File: src/rtl/bcirq_pkg.sv
// Package: shared register offsets for the bus-controller interrupt block.
// Assumes word-aligned byte offsets within a small local window.
package bcirq_pkg;
    localparam int unsigned OFS_EN     = 'h00;
    localparam int unsigned OFS_EN_SET = 'h04;
    localparam int unsigned OFS_EN_CLR = 'h08;
    localparam int unsigned OFS_STAT   = 'h0C;
    localparam int unsigned OFS_PCLR   = 'h10;

    typedef struct packed {
        logic en_dir;
        logic en_set;
        logic en_clr;
        logic pend_clr;
    } wr_strobe_t;
endpackage

File: src/rtl/bcirq_decode.sv
// Module: address decoder. Turns a write strobe and an address into one
// register-specific strobe, and flags which readable register is selected.
// Assumes exact address match; any other address selects nothing.
module bcirq_decode
    import bcirq_pkg::*;
#(
    parameter int unsigned ADDR_W = 8
) (
    input  logic              clk,
    input  logic              rst_n,
    input  logic              wr,
    input  logic [ADDR_W-1:0] addr,
    output wr_strobe_t        stb,
    output logic              rd_en_sel,
    output logic              rd_stat_sel
);
    // Purpose: match the address against each register offset.
    always_comb begin
        stb.en_dir   = wr && (addr == ADDR_W'(OFS_EN));
        stb.en_set   = wr && (addr == ADDR_W'(OFS_EN_SET));
        stb.en_clr   = wr && (addr == ADDR_W'(OFS_EN_CLR));
        stb.pend_clr = wr && (addr == ADDR_W'(OFS_PCLR));
        rd_en_sel    = (addr == ADDR_W'(OFS_EN));
        rd_stat_sel  = (addr == ADDR_W'(OFS_STAT));
    end

    // at most one register is written per cycle
    p_one_target_r2: assert property (@(posedge clk) disable iff (!rst_n)
        $onehot0({stb.en_dir, stb.en_set, stb.en_clr, stb.pend_clr}));
endmodule

File: src/rtl/bcirq_src_cell.sv
// Module: state of one interrupt source, holding its enable bit and its
// sticky pending bit. Assumes the strobes come from a decoder that fires
// at most one register strobe per cycle.
module bcirq_src_cell (
    input  logic clk,
    input  logic rst_n,
    input  logic en_dir_we,
    input  logic en_dir_val,
    input  logic en_set,
    input  logic en_clr,
    input  logic pend_clr,
    input  logic evt,
    output logic en_q,
    output logic pend_q
);
    // Purpose: update the enable bit through its three access paths.
    always_ff @(posedge clk) begin
        if (!rst_n)         en_q <= 1'b0;
        else if (en_dir_we) en_q <= en_dir_val;
        else if (en_set)    en_q <= 1'b1;
        else if (en_clr)    en_q <= 1'b0;
    end

    // Purpose: sticky pending bit; an event beats a clear in the same cycle.
    always_ff @(posedge clk) begin
        if (!rst_n)        pend_q <= 1'b0;
        else if (evt)      pend_q <= 1'b1;
        else if (pend_clr) pend_q <= 1'b0;
    end

    p_set_alias_r3: assert property (@(posedge clk) disable iff (!rst_n)
        en_set |=> en_q);
    p_clr_alias_r4: assert property (@(posedge clk) disable iff (!rst_n)
        en_clr |=> !en_q);
    p_evt_sets_r6: assert property (@(posedge clk) disable iff (!rst_n)
        evt |=> pend_q);
    p_sticky_r6: assert property (@(posedge clk) disable iff (!rst_n)
        (pend_q && !pend_clr) |=> pend_q);
    p_pclr_r7: assert property (@(posedge clk) disable iff (!rst_n)
        (pend_clr && !evt) |=> !pend_q);
    p_evt_wins_r8: assert property (@(posedge clk) disable iff (!rst_n)
        (pend_clr && evt) |=> pend_q);
endmodule

File: src/rtl/bcirq_regs.sv
// Module: top of the interrupt register block. It decodes the register
// port, keeps one state cell per source, muxes read data and registers
// the combined interrupt line. Assumes NSRC is below 32.
module bcirq_regs
    import bcirq_pkg::*;
#(
    parameter int unsigned NSRC   = 2,
    parameter int unsigned ADDR_W = 8,
    parameter int unsigned DATA_W = 32
) (
    input  logic              clk,
    input  logic              rst_n,
    input  logic              bus_wr,
    input  logic [ADDR_W-1:0] bus_addr,
    input  logic [DATA_W-1:0] bus_wdata,
    output logic [DATA_W-1:0] bus_rdata,
    input  logic [NSRC-1:0]   src_evt,
    output logic              irq
);
    wr_strobe_t      stb;
    logic            rd_en_sel;
    logic            rd_stat_sel;
    logic [NSRC-1:0] en_q;
    logic [NSRC-1:0] pend_q;
    logic            unused_wdata;

    assign unused_wdata = ^bus_wdata[DATA_W-1:NSRC];

    bcirq_decode #(.ADDR_W(ADDR_W)) u_dec (
        .clk         (clk),
        .rst_n       (rst_n),
        .wr          (bus_wr),
        .addr        (bus_addr),
        .stb         (stb),
        .rd_en_sel   (rd_en_sel),
        .rd_stat_sel (rd_stat_sel)
    );

    for (genvar gi = 0; gi < NSRC; gi++) begin : g_src
        bcirq_src_cell u_cell (
            .clk        (clk),
            .rst_n      (rst_n),
            .en_dir_we  (stb.en_dir),
            .en_dir_val (bus_wdata[gi]),
            .en_set     (stb.en_set & bus_wdata[gi]),
            .en_clr     (stb.en_clr & bus_wdata[gi]),
            .pend_clr   (stb.pend_clr & bus_wdata[gi]),
            .evt        (src_evt[gi]),
            .en_q       (en_q[gi]),
            .pend_q     (pend_q[gi])
        );
    end

    // Purpose: return enable or status bits; everything else reads zero.
    always_comb begin
        bus_rdata = '0;
        if (rd_en_sel)   bus_rdata[NSRC-1:0] = en_q;
        if (rd_stat_sel) bus_rdata[NSRC-1:0] = pend_q;
    end

    // Purpose: register the combined interrupt line.
    always_ff @(posedge clk) begin
        if (!rst_n) irq <= 1'b0;
        else        irq <= |(pend_q & en_q);
    end

    p_irq_lag_r9: assert property (@(posedge clk) disable iff (!rst_n)
        ((pend_q & en_q) != '0) |=> irq);
    p_irq_quiet_r9: assert property (@(posedge clk) disable iff (!rst_n)
        ((pend_q & en_q) == '0) |=> !irq);
    p_rd_upper_zero_r10: assert property (@(posedge clk) disable iff (!rst_n)
        bus_rdata[DATA_W-1:NSRC] == '0);
endmodule

File: config.mk
export PLATFORM = sky130hd
export DESIGN_NAME = bcirq_regs
export DESIGN_NICKNAME = d
export VERILOG_FILES = /design/src/rtl/bcirq_pkg.sv /design/src/rtl/bcirq_decode.sv /design/src/rtl/bcirq_src_cell.sv /design/src/rtl/bcirq_regs.sv
export SDC_FILE = /design/constraint.sdc
export NUM_CORES = 1
export LEC_CHECK = 0
export BUFFER_PORTS_ARGS = -buffer_cell sky130_fd_sc_hd__clkbuf_2
export CELL_PAD_IN_SITES_DETAIL_PLACEMENT = 1
export CELL_PAD_IN_SITES_GLOBAL_PLACEMENT = 2
export CORE_ASPECT_RATIO = 0.7
export CORE_MARGIN = 2
export CORE_UTILIZATION = 13
export CTS_CLUSTER_DIAMETER = 100
export DETAILED_ROUTE_END_ITERATION = 10
export GPL_TIMING_DRIVEN = 0
export PLACE_DENSITY = 0.81
export SYNTH_ARGS = -nofsm -noshare
export SYNTH_HDL_FRONTEND = slang
export SYNTH_HIERARCHICAL = 1
export SYNTH_SLANG_ARGS = --single-unit
File: constraint.sdc
create_clock -name clk -period 2 [get_ports clk]
set_input_delay 0.4 -clock clk [delete_from_list [all_inputs] [get_ports clk]]
set_output_delay 0.4 -clock clk [all_outputs]
set_load 0.01 [all_outputs]
Yosys cells after proc, flatten, opt, wreduce, memory -nomap -nowiden --
Cells that the tools add are included.
Storage, ports and cells: register bits after elaboration 5, bits in latches 0, RAM bits 0, bits in read-only memories 0, output and inout bits 33, word-level logic and storage cells 38, memories kept 0
Operators by class: add/sub/neg operators 0, multiply operators 0, div/mod/pow operators 0, $lt $le $gt $ge 0, eq/ne operators 4, shift operators 0, muxes and demuxes 12, bitwise operators 7, reduce and logical (&&, ||, !) cells 10
Operator list (number):
- $eq 8x4->1 const B | 2
- $mux 1 | 10
- $eq 8x3->1 const B | 1
- $eq 8x5->1 const B | 1
- $logic_not 8->1 | 1
- $and 1x1->1 | 6
- $reduce_bool 3->1 | 2
- $logic_and 1x1->1 | 4
- $mux 2 | 2
- $reduce_bool 2->1 | 2
- $and 2x2->2 | 1
- $reduce_or 2->1 | 1

Depth between registers and ports, before layout --
Gate-level depths: netlist of the first run.
word-level depth 6, gate-level depth with buffers 6, mapped depth without buffers 5

Cells and area by module --
Netlist of the first run, hierarchy kept.
By module, submodules not included:
- bcirq_regs | instances 1, cells an instance 46, area an instance 325.3 sq um, seq. area each 20.0 sq um
- bcirq_src_cell | instances 2, cells an instance 7, area an instance 76.3 sq um, seq. area each 40.0 sq um
- bcirq_decode | instances 1, cells an instance 14, area an instance 98.8 sq um, seq. area each 0.0 sq um

Worst setup path after synthesis of the first run --
No wires, ideal clock.
kind input-to-output, start point input bus_addr[1], end point output bus_rdata[0], arrival time 1542 ps, path slack 58 ps, stages on the path 5, cells stage by stage or3_1 buf_2 nor4_1 nand2_1 o21ai_1
RTL lines:
- from (decl) | line bcirq_regs.sv:14 | input logic [ADDR_W-1:0] bus_addr,
- $eq 8x4->1 | line bcirq_decode.sv:24 | rd_stat_sel = (addr == ADDR_W'(OFS_STAT));
- named net rd_stat_sel | line bcirq_regs.sv:22 | logic rd_stat_sel;
- $mux 2 | line bcirq_regs.sv:58 | if (rd_stat_sel) bus_rdata[NSRC-1:0] = pend_q;
- to (decl) | line bcirq_regs.sv:16 | output logic [DATA_W-1:0] bus_rdata,
The timed path passes the listed nets, and every way through them passes these cells.

Worst setup path in the final report of the first run --
start point input bus_addr[4], end point output bus_rdata[1]
On the way: cells in the longest elaborated chain, start to end 3
RTL lines:
- $logic_not 8->1 | line bcirq_decode.sv:23 | rd_en_sel = (addr == ADDR_W'(OFS_EN));
- named net rd_en_sel | line bcirq_regs.sv:21 | logic rd_en_sel;
- $mux 2 | line bcirq_regs.sv:57 | if (rd_en_sel) bus_rdata[NSRC-1:0] = en_q;
- $mux 2 | line bcirq_regs.sv:58
The timed path passes the listed nets, and every way through them passes these cells.

==> run metrics, run 1 <==
result of the run=finished, final reports clean; biggest area contributors in the synthesized netlist=sky130_fd_sc_hd__buf_4 (39%), sky130_fd_sc_hd__dfxtp_1 (17%), sky130_fd_sc_hd__and2_1 (6.5%); final-layout worst hold slack=393 ps; die area=4990 µm²; detailed-placement wirelength estimate=1220 µm; worst r2r src=g_src[1].u_cell/en_q$_SDFFE_PN0P_; area of the placeable core=4300 µm²; power density relative to cell area=428 nW/µm²; maximum number of pins on one net before global-route repair=7; site row count=20; Worst Setup Path Type=in -> out; count of hold buffers inserted by post-cts repair=0; library cell occupying the most area in the post-synthesis netlist=sky130_fd_sc_hd__buf_4; Synth Register Bits=5; required time of the critical path=1600 ps; worst-margin pin slew=615 ps; clock-pin transition on the worst setup and hold timing paths=40 ps; number of CTS-inserted buffers=3; Commonest cells post-synth=sky130_fd_sc_hd__buf_4 (30), sky130_fd_sc_hd__and2_1 (6), sky130_fd_sc_hd__dfxtp_1 (5), sky130_fd_sc_hd__nand2_1 (5), sky130_fd_sc_hd__nor2b_1 (5); horizontal die dimension=83.6 µm; CTS Root Buffer Type=sky130_fd_sc_hd__clkbuf_8; antenna violations before repair=0; Synth top area share=39.0%; slowest cell on the critical path=sky130_fd_sc_hd__or4_4; Placer Congestion=0.678; global-route wire length before repair=2130 µm; cell class contributing the biggest share of worst-path delay=simple AND/OR/NAND/NOR gates; core occupancy in the finished layout=22.2%; aggregate global-route resource usage=5.42%; vias after detailed routing=550; total number of H-tree levels=1; number of detailed-route iterations in the first pass=3; Yosys cell types=20; Max stage delay on crit path=550 ps; cell-by-cell trace of the critical path=buf_8, or4_4, nor3_4, nand2_1, o21ai_1, buf_2; filler cell count=537; sequential share of power=25.9%; leak pwr=0.000517 µW; number of global-route vias before repair=474; routed length per instance=7.55 µm; count of mapped cells out of synthesis=74; cell depth of the worst flop-to-flop path=2; total setup violations reported at the end of the flow=0; fin. max-slew vios=0; Syn Std Cell Area=577 µm²; clk sinks=5; Synth Area per Inst=7.79 µm²; boundary pin count=78; sequential cell area fraction in the yosys report=17.4%; crit start category=primary input; GR Overflow Total=0; worst reg2reg path endpoint=g_src[1].u_cell/en_q$_SDFFE_PN0P_; R2R Setup Slk=1130 ps; CTS Buffer Depth=2; Hold Violations, Final=0; Fmax achieved=0.508 GHz; endpoint type of the worst setup path=output pin; crit path buf inv count=2; Net Switching=105 µW; Top FF cell, synth=sky130_fd_sc_hd__dfxtp_1; part of the power in the clock network=45.9%; maximum vdd drop=0.000172 V; capturing element of the worst setup path=bus_rdata[1]; DRC errors left=0; RSZ-0062 raised after global routing=yes; routed via count divided by cell count=3.04; Final #Nets=172; Logic pwr share=28.2%; Post-synth EDFFs=0; Initial DRC Count=13; internal power=303 µW; Arrival @ worst endpoint=1570 ps; clock skew=0.512 ps; Die Ht=59.7 µm; layout overhead on the synthesized area=65.3%; initial core utilization=13.4%; count of antenna-violating nets left after detailed routing=0; share of layout cells above drive strength 1=46.8%; critical path peak fanout=3; sum of routed wire length over all layers=1370 µm; post-place instance area=840 µm²; clock latency on the worst-skew pair=220 ps; hold-critical path depth=2; final period utilization=98.4%; proportion of synthesized flip-flops having asynchronous set or reset=0%; CP Depth=6; number of buffers inserted by port buffering=17; number of maximum-capacitance constraint violations=0; sw frac=25.7%; first element of the critical path=bus_addr[4]; Post-Layout Inst Area=953 µm²; most frequent cell after synthesis=sky130_fd_sc_hd__buf_4; post-route minimum period=1970 ps; worst hold path class=in -> reg; Yosys warning total=6; number of diodes=0; clock tree from TritonCTS=done; worst max-slew margin expressed relative to the limit=58.6%
-- cell families (layout without fill, tap and decap cells) --
kind of cell | count (synthesis) | count (layout) | share of synthesized area, %
other | 1 | 30 | 0.650
and+or+nand+nor | 28 | 28 | 31.7
DFF | 5 | 5 | 17.4
buffers and inverters | 33 | 56 | 41.2
AOI/OAI and AO/OA | 7 | 7 | 9.11
-- sequential cells by signal, summed over array words and instances (netlist names) --
signal,count
g_src.u_cell/pend_q,2
irq,1
g_src.u_cell/en_q,2
-- worst min-delay path by stage --
stage	from	endpoint	slack [ps]
6_report	src_evt[0]	g_src[0].u_cell/pend_q$_SDFFE_PN0P_	390
5_1_grt	src_evt[0]	g_src[0].u_cell/pend_q$_SDFFE_PN0P_	400
4_1_cts	src_evt[0]	g_src[0].u_cell/pend_q$_SDFFE_PN0P_	390
3_5_place_dp	g_src[1].u_cell/pend_q$_SDFFE_PN0P_	irq$_SDFF_PN0_	560
3_3_place_gp	g_src[1].u_cell/en_q$_SDFFE_PN0P_	irq$_SDFF_PN0_	550
2_1_floorplan	g_src[1].u_cell/en_q$_SDFFE_PN0P_	irq$_SDFF_PN0_	500
-- per-stage QoR --
stage	cells	worst slack (ps)	setup TNS, ps	power [µW]
after floorplan	103	58.4	0	187
after global placement	175	-354	-680	208
after detailed placement	175	-339	-671	209
after CTS	179	1.95	0	406
after global routing	181	-73.9	-128	437
final	181	32.2	0	408
-- per-layer routing --
layer  share of wire [%]  wire length, µm  vias up  track usage [%]
li1                    -                -      289                -
met5                   0                0        -                0
met2                  56              768       15             9.71
met4                   0                0        0             2.76
met1                  39              531      246             6.06
met3                 4.9               67        0             1.52
-- layout by cell type (no fill, tap or decap), types with 2 or more instances in the layout --
master                     Yosys  final
sky130_fd_sc_hd__conb_1        1     30
sky130_fd_sc_hd__nor2b_1       5      5
sky130_fd_sc_hd__clkbuf_2      0     13
sky130_fd_sc_hd__buf_4        30     32
sky130_fd_sc_hd__nand2b_1      2      2
sky130_fd_sc_hd__o21a_1        2      2
sky130_fd_sc_hd__o311a_1       2      2
sky130_fd_sc_hd__buf_2         1      2
sky130_fd_sc_hd__buf_6         0      2
sky130_fd_sc_hd__o21ai_1       2      2
sky130_fd_sc_hd__inv_1         2      2
sky130_fd_sc_hd__dfxtp_1       5      5
sky130_fd_sc_hd__and2_1        6      6
sky130_fd_sc_hd__nand2_1       5      5
sky130_fd_sc_hd__clkbuf_8      0      3
sky130_fd_sc_hd__nor4_1        3      2
-- what timing repair did --
action	CTS	global route
pin swaps	1	4
gates resized for setup	5	11
setup buffers	0	2
endpoints found under the setup margin	2	2
-- final cells by class --
cell class	count	area, µm²	share of cell area [%]
timing repair buffer	19	116	12.2
clock buffer	4	45.0	4.72
buffer	31	236	24.8
sequential	5	100	10.5
multi-input combinational	65	379	39.8
inverter	2	7.51	0.787
tap	55	68.8	7.22
-- power groups by stage --
stage | Sequential, µW | Combinational [µW] | Clock (µW)
after global placement | 107 | 101 | 0
after detailed placement | 107 | 102 | 0
after CTS | 106 | 106 | 195
after global routing | 106 | 127 | 204
after floorplan | 106 | 80.4 | 0
final | 106 | 115 | 187
Power figures use the tool's default switching activity.
==> inputs of run 2 (changes only) <==
--- a/config.mk
+++ b/config.mk
@@ -5,16 +5,17 @@
 export SDC_FILE = /design/constraint.sdc
 export NUM_CORES = 1
 export LEC_CHECK = 0
+export ABC_AREA = 1
 export BUFFER_PORTS_ARGS = -buffer_cell sky130_fd_sc_hd__clkbuf_2
 export CELL_PAD_IN_SITES_DETAIL_PLACEMENT = 1
 export CELL_PAD_IN_SITES_GLOBAL_PLACEMENT = 2
 export CORE_ASPECT_RATIO = 0.7
 export CORE_MARGIN = 2
-export CORE_UTILIZATION = 13
+export CORE_UTILIZATION = 12
 export CTS_CLUSTER_DIAMETER = 100
 export DETAILED_ROUTE_END_ITERATION = 10
 export GPL_TIMING_DRIVEN = 0
-export PLACE_DENSITY = 0.81
+export PLACE_DENSITY = 0.78
 export SYNTH_ARGS = -nofsm -noshare
 export SYNTH_HDL_FRONTEND = slang
 export SYNTH_HIERARCHICAL = 1
==> constraint.sdc (replaced) <==
create_clock -name clk -period 1.7 [get_ports clk]
set_input_delay 0.34 -clock clk [delete_from_list [all_inputs] [get_ports clk]]
set_output_delay 0.34 -clock clk [all_outputs]
set_load 0.01 [all_outputs]
==> run 2 against run 1 <==
Net effect: hold slack got worse by 56 ps; non-clock buffer count fell by 3; combinational power is 13% higher; setup slack improved by 130 ps; first-iteration DRC count increased by 38%; die area up 20%; critical path depth increased by 2; synthesized cell count rose by 46%; critical endpoint is now bus_rdata[0]; clock power grew 20%; cell count up 27%; routed wire length grew 14%; clock-buffer cell count unchanged.
==> run metrics, run 2 <==
GR Overflow Total=0 (unchanged); Final #Nets=204 (was 172); layout overhead on the synthesized area=51.0% (was 65.3%); post_cts resized=0 (was 5); proportion of synthesized flip-flops having asynchronous set or reset=0% (unchanged); Post-synth EDFFs=0 (unchanged); fin. max-slew vios=0 (unchanged); horizontal die dimension=91.7 µm (was 83.6 µm); site row count=22 (was 20); Worst Setup Path Type=in -> out (unchanged); clock tree from TritonCTS=done (unchanged); highest-utilization routing layer at the global route stage=met2 (unchanged); met2 usage=9.38% (was 9.71%); leak pwr=0.000583 µW (was 0.000517 µW); Max stage delay on crit path=200 ps (was 550 ps); number of diodes=0 (unchanged); most frequent cell after synthesis=sky130_fd_sc_hd__buf_4 (unchanged); number of global-route vias before repair=614 (was 474); vias after detailed routing=655 (was 550); endpoint type of the worst setup path=output pin (unchanged); clock-pin transition on the worst setup and hold timing paths=40 ps (about the same); number of buffers inserted by port buffering=17 (unchanged); maximum number of pins on one net before global-route repair=6 (was 7); crit start category=primary input (unchanged); placed cells=226 (was 175); clock skew=1.61 ps (was 0.512 ps); Die Ht=65.4 µm (was 59.7 µm); setup TNS after final layout=0 ps (unchanged); global-route wire length before repair=2650 µm (was 2130 µm); RSZ-0062 raised after global routing=no (was yes); clk sinks=5 (unchanged); antenna violations before repair=0 (unchanged); Hold Violations, Final=0 (unchanged); count of antenna-violating nets left after detailed routing=0 (unchanged); number of detailed-route iterations in the first pass=4 (was 3); CTS Root Buffer Type=sky130_fd_sc_hd__clkbuf_8 (unchanged); library cell occupying the most area in the post-synthesis netlist=sky130_fd_sc_hd__buf_4 (unchanged); post-route minimum period=1540 ps; CTS Buffer Depth=2 (unchanged); total number of H-tree levels=1 (unchanged); met3 demand-to-capacity share in global routing=2.18% (was 1.52%); Synth top area share=34.9% (was 39.0%); final non-filler cell total=230 (was 181); Commonest cells post-synth=sky130_fd_sc_hd__buf_4 (30), sky130_fd_sc_hd__inv_1 (22), sky130_fd_sc_hd__nand2_1 (21) (was sky130_fd_sc_hd__buf_4 (30), sky130_fd_sc_hd__and2_1 (6), sky130_fd_sc_hd__dfxtp_1 (5), sky130_fd_sc_hd__nand2_1 (5), sky130_fd_sc_hd__nor2b_1 (5)); routed length per instance=6.78 µm (was 7.55 µm); count of mapped cells out of synthesis=108 (was 74); worst hold path class=in -> reg (unchanged); Synth Register Bits=5 (unchanged); total setup violations reported at the end of the flow=0 (unchanged); share of layout cells above drive strength 1=36.7% (was 46.8%); slowest cell on the critical path=sky130_fd_sc_hd__nor2_1 (was sky130_fd_sc_hd__or4_4); maximum vdd drop=0.000117 V (was 0.000172 V); Synth Area per Inst=5.98 µm² (was 7.79 µm²); Arrival @ worst endpoint=1200 ps (was 1570 ps); number of maximum-capacitance constraint violations=0 (unchanged); Yosys warning total=6 (unchanged); clock latency on the worst-skew pair=220 ps (about the same); Top FF cell, synth=sky130_fd_sc_hd__dfxtp_1 (unchanged); DRC errors left=0 (unchanged); boundary pin count=78 (unchanged); Placer Congestion=0.682 (was 0.678); Syn Std Cell Area=646 µm² (was 577 µm²); count of hold buffers inserted by post-cts repair=0 (unchanged); filler cell count=682 (was 537); crit path buf inv count=3 (was 2); detailed-placement wirelength estimate=1380 µm (was 1220 µm); GR Util met1=6.43% (was 6.06%); power density relative to cell area=493 nW/µm² (was 428 nW/µm²); sum of routed wire length over all layers=1560 µm (was 1370 µm); largest registers=g_src.u_cell/en_q x2, g_src.u_cell/pend_q x2, irq x1 (unchanged); buffers inserted during post-CTS setup optimization=0 (unchanged); aggregate global-route resource usage=5.74% (was 5.42%); die area=5990 µm² (was 4990 µm²); Fmax achieved=0.650 GHz; Yosys cell types=14 (was 20); cell class contributing the biggest share of worst-path delay=simple AND/OR/NAND/NOR gates (unchanged); biggest area contributors in the synthesized netlist=sky130_fd_sc_hd__buf_4 (35%), sky130_fd_sc_hd__dfxtp_1 (16%), sky130_fd_sc_hd__inv_1 (13%) (was sky130_fd_sc_hd__buf_4 (39%), sky130_fd_sc_hd__dfxtp_1 (17%), sky130_fd_sc_hd__and2_1 (6.5%)); critical path peak fanout=3 (unchanged); cell-by-cell trace of the critical path=clkbuf_2, nor2_4, nand3_1, nor2_1, inv_1, nand3_1, nand2_1, clkbuf_2 (was buf_8, or4_4, nor3_4, nand2_1, o21ai_1, buf_2); result of the run=finished, final reports clean (unchanged); required time of the critical path=1360 ps (was 1600 ps); number of CTS-inserted buffers=3 (unchanged); initial core utilization=12.4% (was 13.4%); Initial DRC Count=18 (was 13); sequential cell area fraction in the yosys report=15.5% (was 17.4%); commonest non-fill, non-tap cells in the layout=sky130_fd_sc_hd__buf_4 (30), sky130_fd_sc_hd__conb_1 (30), sky130_fd_sc_hd__inv_1 (22) (was sky130_fd_sc_hd__buf_4 (32), sky130_fd_sc_hd__conb_1 (30), sky130_fd_sc_hd__clkbuf_2 (13)); area of the placeable core=5200 µm² (was 4300 µm²); final period utilization=90.5%; routed via count divided by cell count=2.85 (was 3.04)
-- run 2: cell type report --
| class | count | area, µm² | area share, % |
|---|---|---|---|
| flip-flops and latches | 5 | 100 | 10.3 |
| inverters | 22 | 82.6 | 8.47 |
| multi-input cells | 80 | 347 | 35.6 |
| repair buffers | 17 | 85.1 | 8.73 |
| clock buffers | 4 | 45.0 | 4.62 |
| well taps | 72 | 90.1 | 9.24 |
| plain buffers | 30 | 225 | 23.1 |
-- run 2: worst paths after layout --
| kind | slack (ps) | cells past startpoint | startpoint | endpoint |
|---|---|---|---|---|
| setup / recovery | 160 | 8 | bus_addr[7] | bus_rdata[0] |
| hold / removal | 340 | 3 | src_evt[1] | g_src[1].u_cell/pend_q$_SDFFE_PN0P_ |
| setup reg to reg | 1040 | 2 | g_src[0].u_cell/pend_q$_SDFFE_PN0P_ | g_src[0].u_cell/pend_q$_SDFFE_PN0P_ |
| hold reg to reg | 480 | 2 | g_src[1].u_cell/en_q$_SDFFE_PN0P_ | irq$_SDFF_PN0_ |
-- run 2: logic make-up (layout without fill, tap and decap cells) --
group           after synthesis  count (layout)  share of synthesized area (%)
compound gates                3               3                           2.91
buf+inv                      52              73                           47.7
flops                         5               5                           15.5
other cells                   1              30                          0.581
simple gates                 47              47                           33.3
-- run 2: stage by stage --
step                      instance area [µm²]  setup WS, ps  power [µW]  hold WS (ps)  utilization [%]
after detailed placement                  930           154         253           476             17.9
after floorplan                           754           458         224           451                -
after global routing                      975          17.3         515           351             18.7
after global placement                    930           153         252           476             17.9
final                                     975           161         480           337             18.7
after CTS                                 975           147         489           344             18.7
-- run 2: where the power goes --
part | internal [µW] | switching [µW] | leakage (µW)
logic | 64.4 | 65.6 | 0.000520
registers | 122 | 3.22 | 0.0000409
clock network | 161 | 63.9 | 0.0000228
total | 348 | 133 | 0.000583
-- run 2: worst reg2reg max path, stage by stage, from the launching register on --
cell and delay, ps:
sky130_fd_sc_hd__dfxtp_1 320, sky130_fd_sc_hd__a21oi_1 170, sky130_fd_sc_hd__nor2_1 60
-- run 2: per-layer routing --
metal | vias to the layer above | part of all wire (%)
li1 | 350 | -
met1 | 279 | 45
met2 | 21 | 45
met3 | 5 | 7.8
met4 | 0 | 1.8
met5 | - | 0
==> inputs of run 3 (changes only) <==
--- a/config.mk
+++ b/config.mk
@@ -11,12 +11,11 @@
 export CELL_PAD_IN_SITES_GLOBAL_PLACEMENT = 2
 export CORE_ASPECT_RATIO = 0.7
 export CORE_MARGIN = 2
-export CORE_UTILIZATION = 12
+export CORE_UTILIZATION = 11
 export CTS_CLUSTER_DIAMETER = 100
 export DETAILED_ROUTE_END_ITERATION = 10
 export GPL_TIMING_DRIVEN = 0
-export PLACE_DENSITY = 0.78
+export PLACE_DENSITY = 0.76
 export SYNTH_ARGS = -nofsm -noshare
 export SYNTH_HDL_FRONTEND = slang
-export SYNTH_HIERARCHICAL = 1
 export SYNTH_SLANG_ARGS = --single-unit
==> run 3 against run 2 <==
Net effect: setup slack improved by 20 ps; register-to-register slack worse by 90 ps; first-iteration DRC count fell by 83%; clock-buffer cell count stayed put; non-clock buffer count is the same; clock skew barely moved; cell count decreased by 7.4%; sequential power hardly changed; die area is 1.0% lower; core utilization is 0.96 points lower; routed wire length down 12%; synthesized cell count decreased by 16%; largest power group unchanged.
==> run metrics, run 3 <==
result of the run=finished, final reports clean (unchanged); worst reg2reg path endpoint=g_src[1].u_cell.en_q$_SDFFE_PN0P_ (was g_src[0].u_cell/pend_q$_SDFFE_PN0P_); Synth Register Bits=5 (unchanged); worst hold path class=in -> reg (unchanged); routed via count divided by cell count=2.77 (was 2.85); total setup violations reported at the end of the flow=0 (unchanged); post_cts resized=0 (unchanged); detailed-placement wirelength estimate=1270 µm (was 1380 µm); boundary pin count=78 (unchanged); vias after detailed routing=589 (was 655); DRC errors left=0 (unchanged); Post-synth EDFFs=0 (unchanged); clk sinks=5 (unchanged); R2R Setup Slk=950 ps (was 1040 ps); Placer Congestion=0.677 (was 0.682); horizontal die dimension=91.2 µm (was 91.7 µm); Initial DRC Count=3 (was 18); Synth top area share=38.5% (was 34.9%); endpoint type of the worst setup path=output pin (unchanged); crit start category=primary input (unchanged); total number of H-tree levels=1 (unchanged); worst r2r src=g_src[1].u_cell.en_q$_SDFFE_PN0P_ (was g_src[0].u_cell/pend_q$_SDFFE_PN0P_); Arrival @ worst endpoint=1180 ps (was 1200 ps); antenna violations before repair=0 (unchanged); setup TNS after final layout=0 ps (unchanged); site row count=22 (unchanged); final non-filler cell total=213 (was 230); routed length per instance=6.41 µm (was 6.78 µm); fin. max-slew vios=0 (unchanged); global-route wire length before repair=2010 µm (was 2650 µm); capture endpoint of the worst hold path=g_src[1].u_cell.pend_q$_SDFFE_PN0P_ (was g_src[1].u_cell/pend_q$_SDFFE_PN0P_); clock tree from TritonCTS=done (unchanged); number of maximum-capacitance constraint violations=0 (unchanged); most frequent cell after synthesis=sky130_fd_sc_hd__buf_4 (unchanged); Commonest cells post-synth=sky130_fd_sc_hd__buf_4 (30), sky130_fd_sc_hd__nand2_1 (16), sky130_fd_sc_hd__inv_1 (11) (was sky130_fd_sc_hd__buf_4 (30), sky130_fd_sc_hd__inv_1 (22), sky130_fd_sc_hd__nand2_1 (21)); Worst Setup Path Type=in -> out (unchanged); count of hold buffers inserted by post-cts repair=0 (unchanged); commonest non-fill, non-tap cells in the layout=sky130_fd_sc_hd__buf_4 (30), sky130_fd_sc_hd__conb_1 (30), sky130_fd_sc_hd__clkbuf_2 (17) (was sky130_fd_sc_hd__buf_4 (30), sky130_fd_sc_hd__conb_1 (30), sky130_fd_sc_hd__inv_1 (22)); Final #Nets=187 (was 204); aggregate global-route resource usage=4.14% (was 5.74%); buffers inserted during post-CTS setup optimization=0 (unchanged); maximum number of pins on one net before global-route repair=7 (was 6); count of mapped cells out of synthesis=91 (was 108); power density relative to cell area=512 nW/µm² (was 493 nW/µm²); count of antenna-violating nets left after detailed routing=0 (unchanged); number of detailed-route iterations in the first pass=2 (was 4); final period utilization=89.4% (was 90.5%); Yosys warning total=0 (was 6); RSZ-0062 raised after global routing=no (unchanged); number of diodes=0 (unchanged); leak pwr=0.000526 µW (was 0.000583 µW); sequential cell area fraction in the yosys report=17.1% (was 15.5%); placed cells=209 (was 226); GR Overflow Total=0 (unchanged); Yosys cell types=14 (unchanged); Fmax achieved=0.658 GHz (was 0.650 GHz); number of global-route vias before repair=499 (was 614); required time of the critical path=1360 ps (about the same); maximum vdd drop=0.000187 V (was 0.000117 V); largest registers=g_src.u_cell.en_q x2, g_src.u_cell.pend_q x2, irq x1 (was g_src.u_cell/en_q x2, g_src.u_cell/pend_q x2, irq x1); Synth Area per Inst=6.43 µm² (was 5.98 µm²); layout overhead on the synthesized area=57.1% (was 51.0%); number of CTS-inserted buffers=3 (unchanged); critical path peak fanout=4 (was 3); number of buffers inserted by port buffering=17 (unchanged); core occupancy in the finished layout=17.8% (was 18.7%); proportion of synthesized flip-flops having asynchronous set or reset=0% (unchanged); CTS Buffer Depth=2 (unchanged); Hold Violations, Final=0 (unchanged); die area=5930 µm² (was 5990 µm²); cell depth of the worst flop-to-flop path=4 (was 2); CTS Root Buffer Type=sky130_fd_sc_hd__clkbuf_8 (unchanged); clock latency on the worst-skew pair=220 ps (about the same); area of the placeable core=5170 µm² (was 5200 µm²); sum of routed wire length over all layers=1370 µm (was 1560 µm); Die Ht=65.0 µm (was 65.4 µm); biggest area contributors in the synthesized netlist=sky130_fd_sc_hd__buf_4 (38%), sky130_fd_sc_hd__dfxtp_1 (17%), sky130_fd_sc_hd__nand2_1 (10%) (was sky130_fd_sc_hd__buf_4 (35%), sky130_fd_sc_hd__dfxtp_1 (16%), sky130_fd_sc_hd__inv_1 (13%)); share of layout cells above drive strength 1=41.1% (was 36.7%); Syn Std Cell Area=586 µm² (was 646 µm²); clock skew=1.84 ps (was 1.61 ps); clock-pin transition on the worst setup and hold timing paths=40 ps (about the same); Hold Path Origin=src_evt[1] (unchanged); library cell occupying the most area in the post-synthesis netlist=sky130_fd_sc_hd__buf_4 (unchanged); hold-critical path depth=3 (unchanged); post-route minimum period=1520 ps (was 1540 ps); Top FF cell, synth=sky130_fd_sc_hd__dfxtp_1 (unchanged); initial core utilization=11.3% (was 12.4%)
[run 3: per-stage QoR]
stage	hold WS [ps]	cell area, µm²	power (µW)	setup slack, ps
global route	369	920	500	29.0
CTS	349	915	471	78.2
floorplan	445	694	226	445
detailed placement	488	870	255	79.2
global placement	485	870	254	123
finish	346	920	471	180
[run 3: how the worst max path moves through the flow]
stage          slack, ps  cells past startpoint         from      endpoint
2_1_floorplan        440                      5  bus_addr[7]  bus_rdata[0]
3_3_place_gp         120                      7  bus_addr[7]  bus_rdata[1]
3_5_place_dp          80                      7  bus_addr[7]  bus_rdata[0]
4_1_cts               80                      7  bus_addr[7]  bus_rdata[0]
5_1_grt               30                      7  bus_addr[7]  bus_rdata[1]
6_report             180                      7  bus_addr[7]  bus_rdata[1]
[run 3: kinds of logic (layout without fill, tap and decap cells)]
group | count (synthesis) | after routing | synth area share, %
buf+inv | 41 | 62 | 45.5
simple gates | 35 | 35 | 29.1
other cells | 1 | 30 | 0.640
flops | 5 | 5 | 17.1
compound gates | 9 | 9 | 7.69
[run 3: cell type report]
| class | count | area [µm²] |
|---|---|---|
| timing repair buffer | 17 | 85.1 |
| tap | 72 | 90.1 |
| buffer | 30 | 225 |
| fill | 672 | 4260 |
| inverter | 11 | 41.3 |
| multi-input combinational | 74 | 333 |
| clock buffer | 4 | 45.0 |
| sequential | 5 | 100 |
[run 3: power by group]
| part | internal (µW) | switching, µW |
|---|---|---|
| clock | 161 | 54.3 |
| combinational | 64.2 | 67.7 |
| sequential | 122 | 2.58 |
[run 3: routing by layer]
metal  track usage, %  routed length, µm  vias up
met5                0                  0        -
met1             4.67                560      253
met3            0.930                 78        0
met4            0.568                  0        0
met2             8.15                726       15
li1                 -                  -      321
[run 3: critical path: stages]
cell	delay, ps
sky130_fd_sc_hd__clkbuf_2	80
sky130_fd_sc_hd__nor2_1	200
sky130_fd_sc_hd__nand2_2	130
sky130_fd_sc_hd__nor2_2	140
sky130_fd_sc_hd__nand3_1	80
sky130_fd_sc_hd__nand2_1	80
sky130_fd_sc_hd__clkbuf_2	130
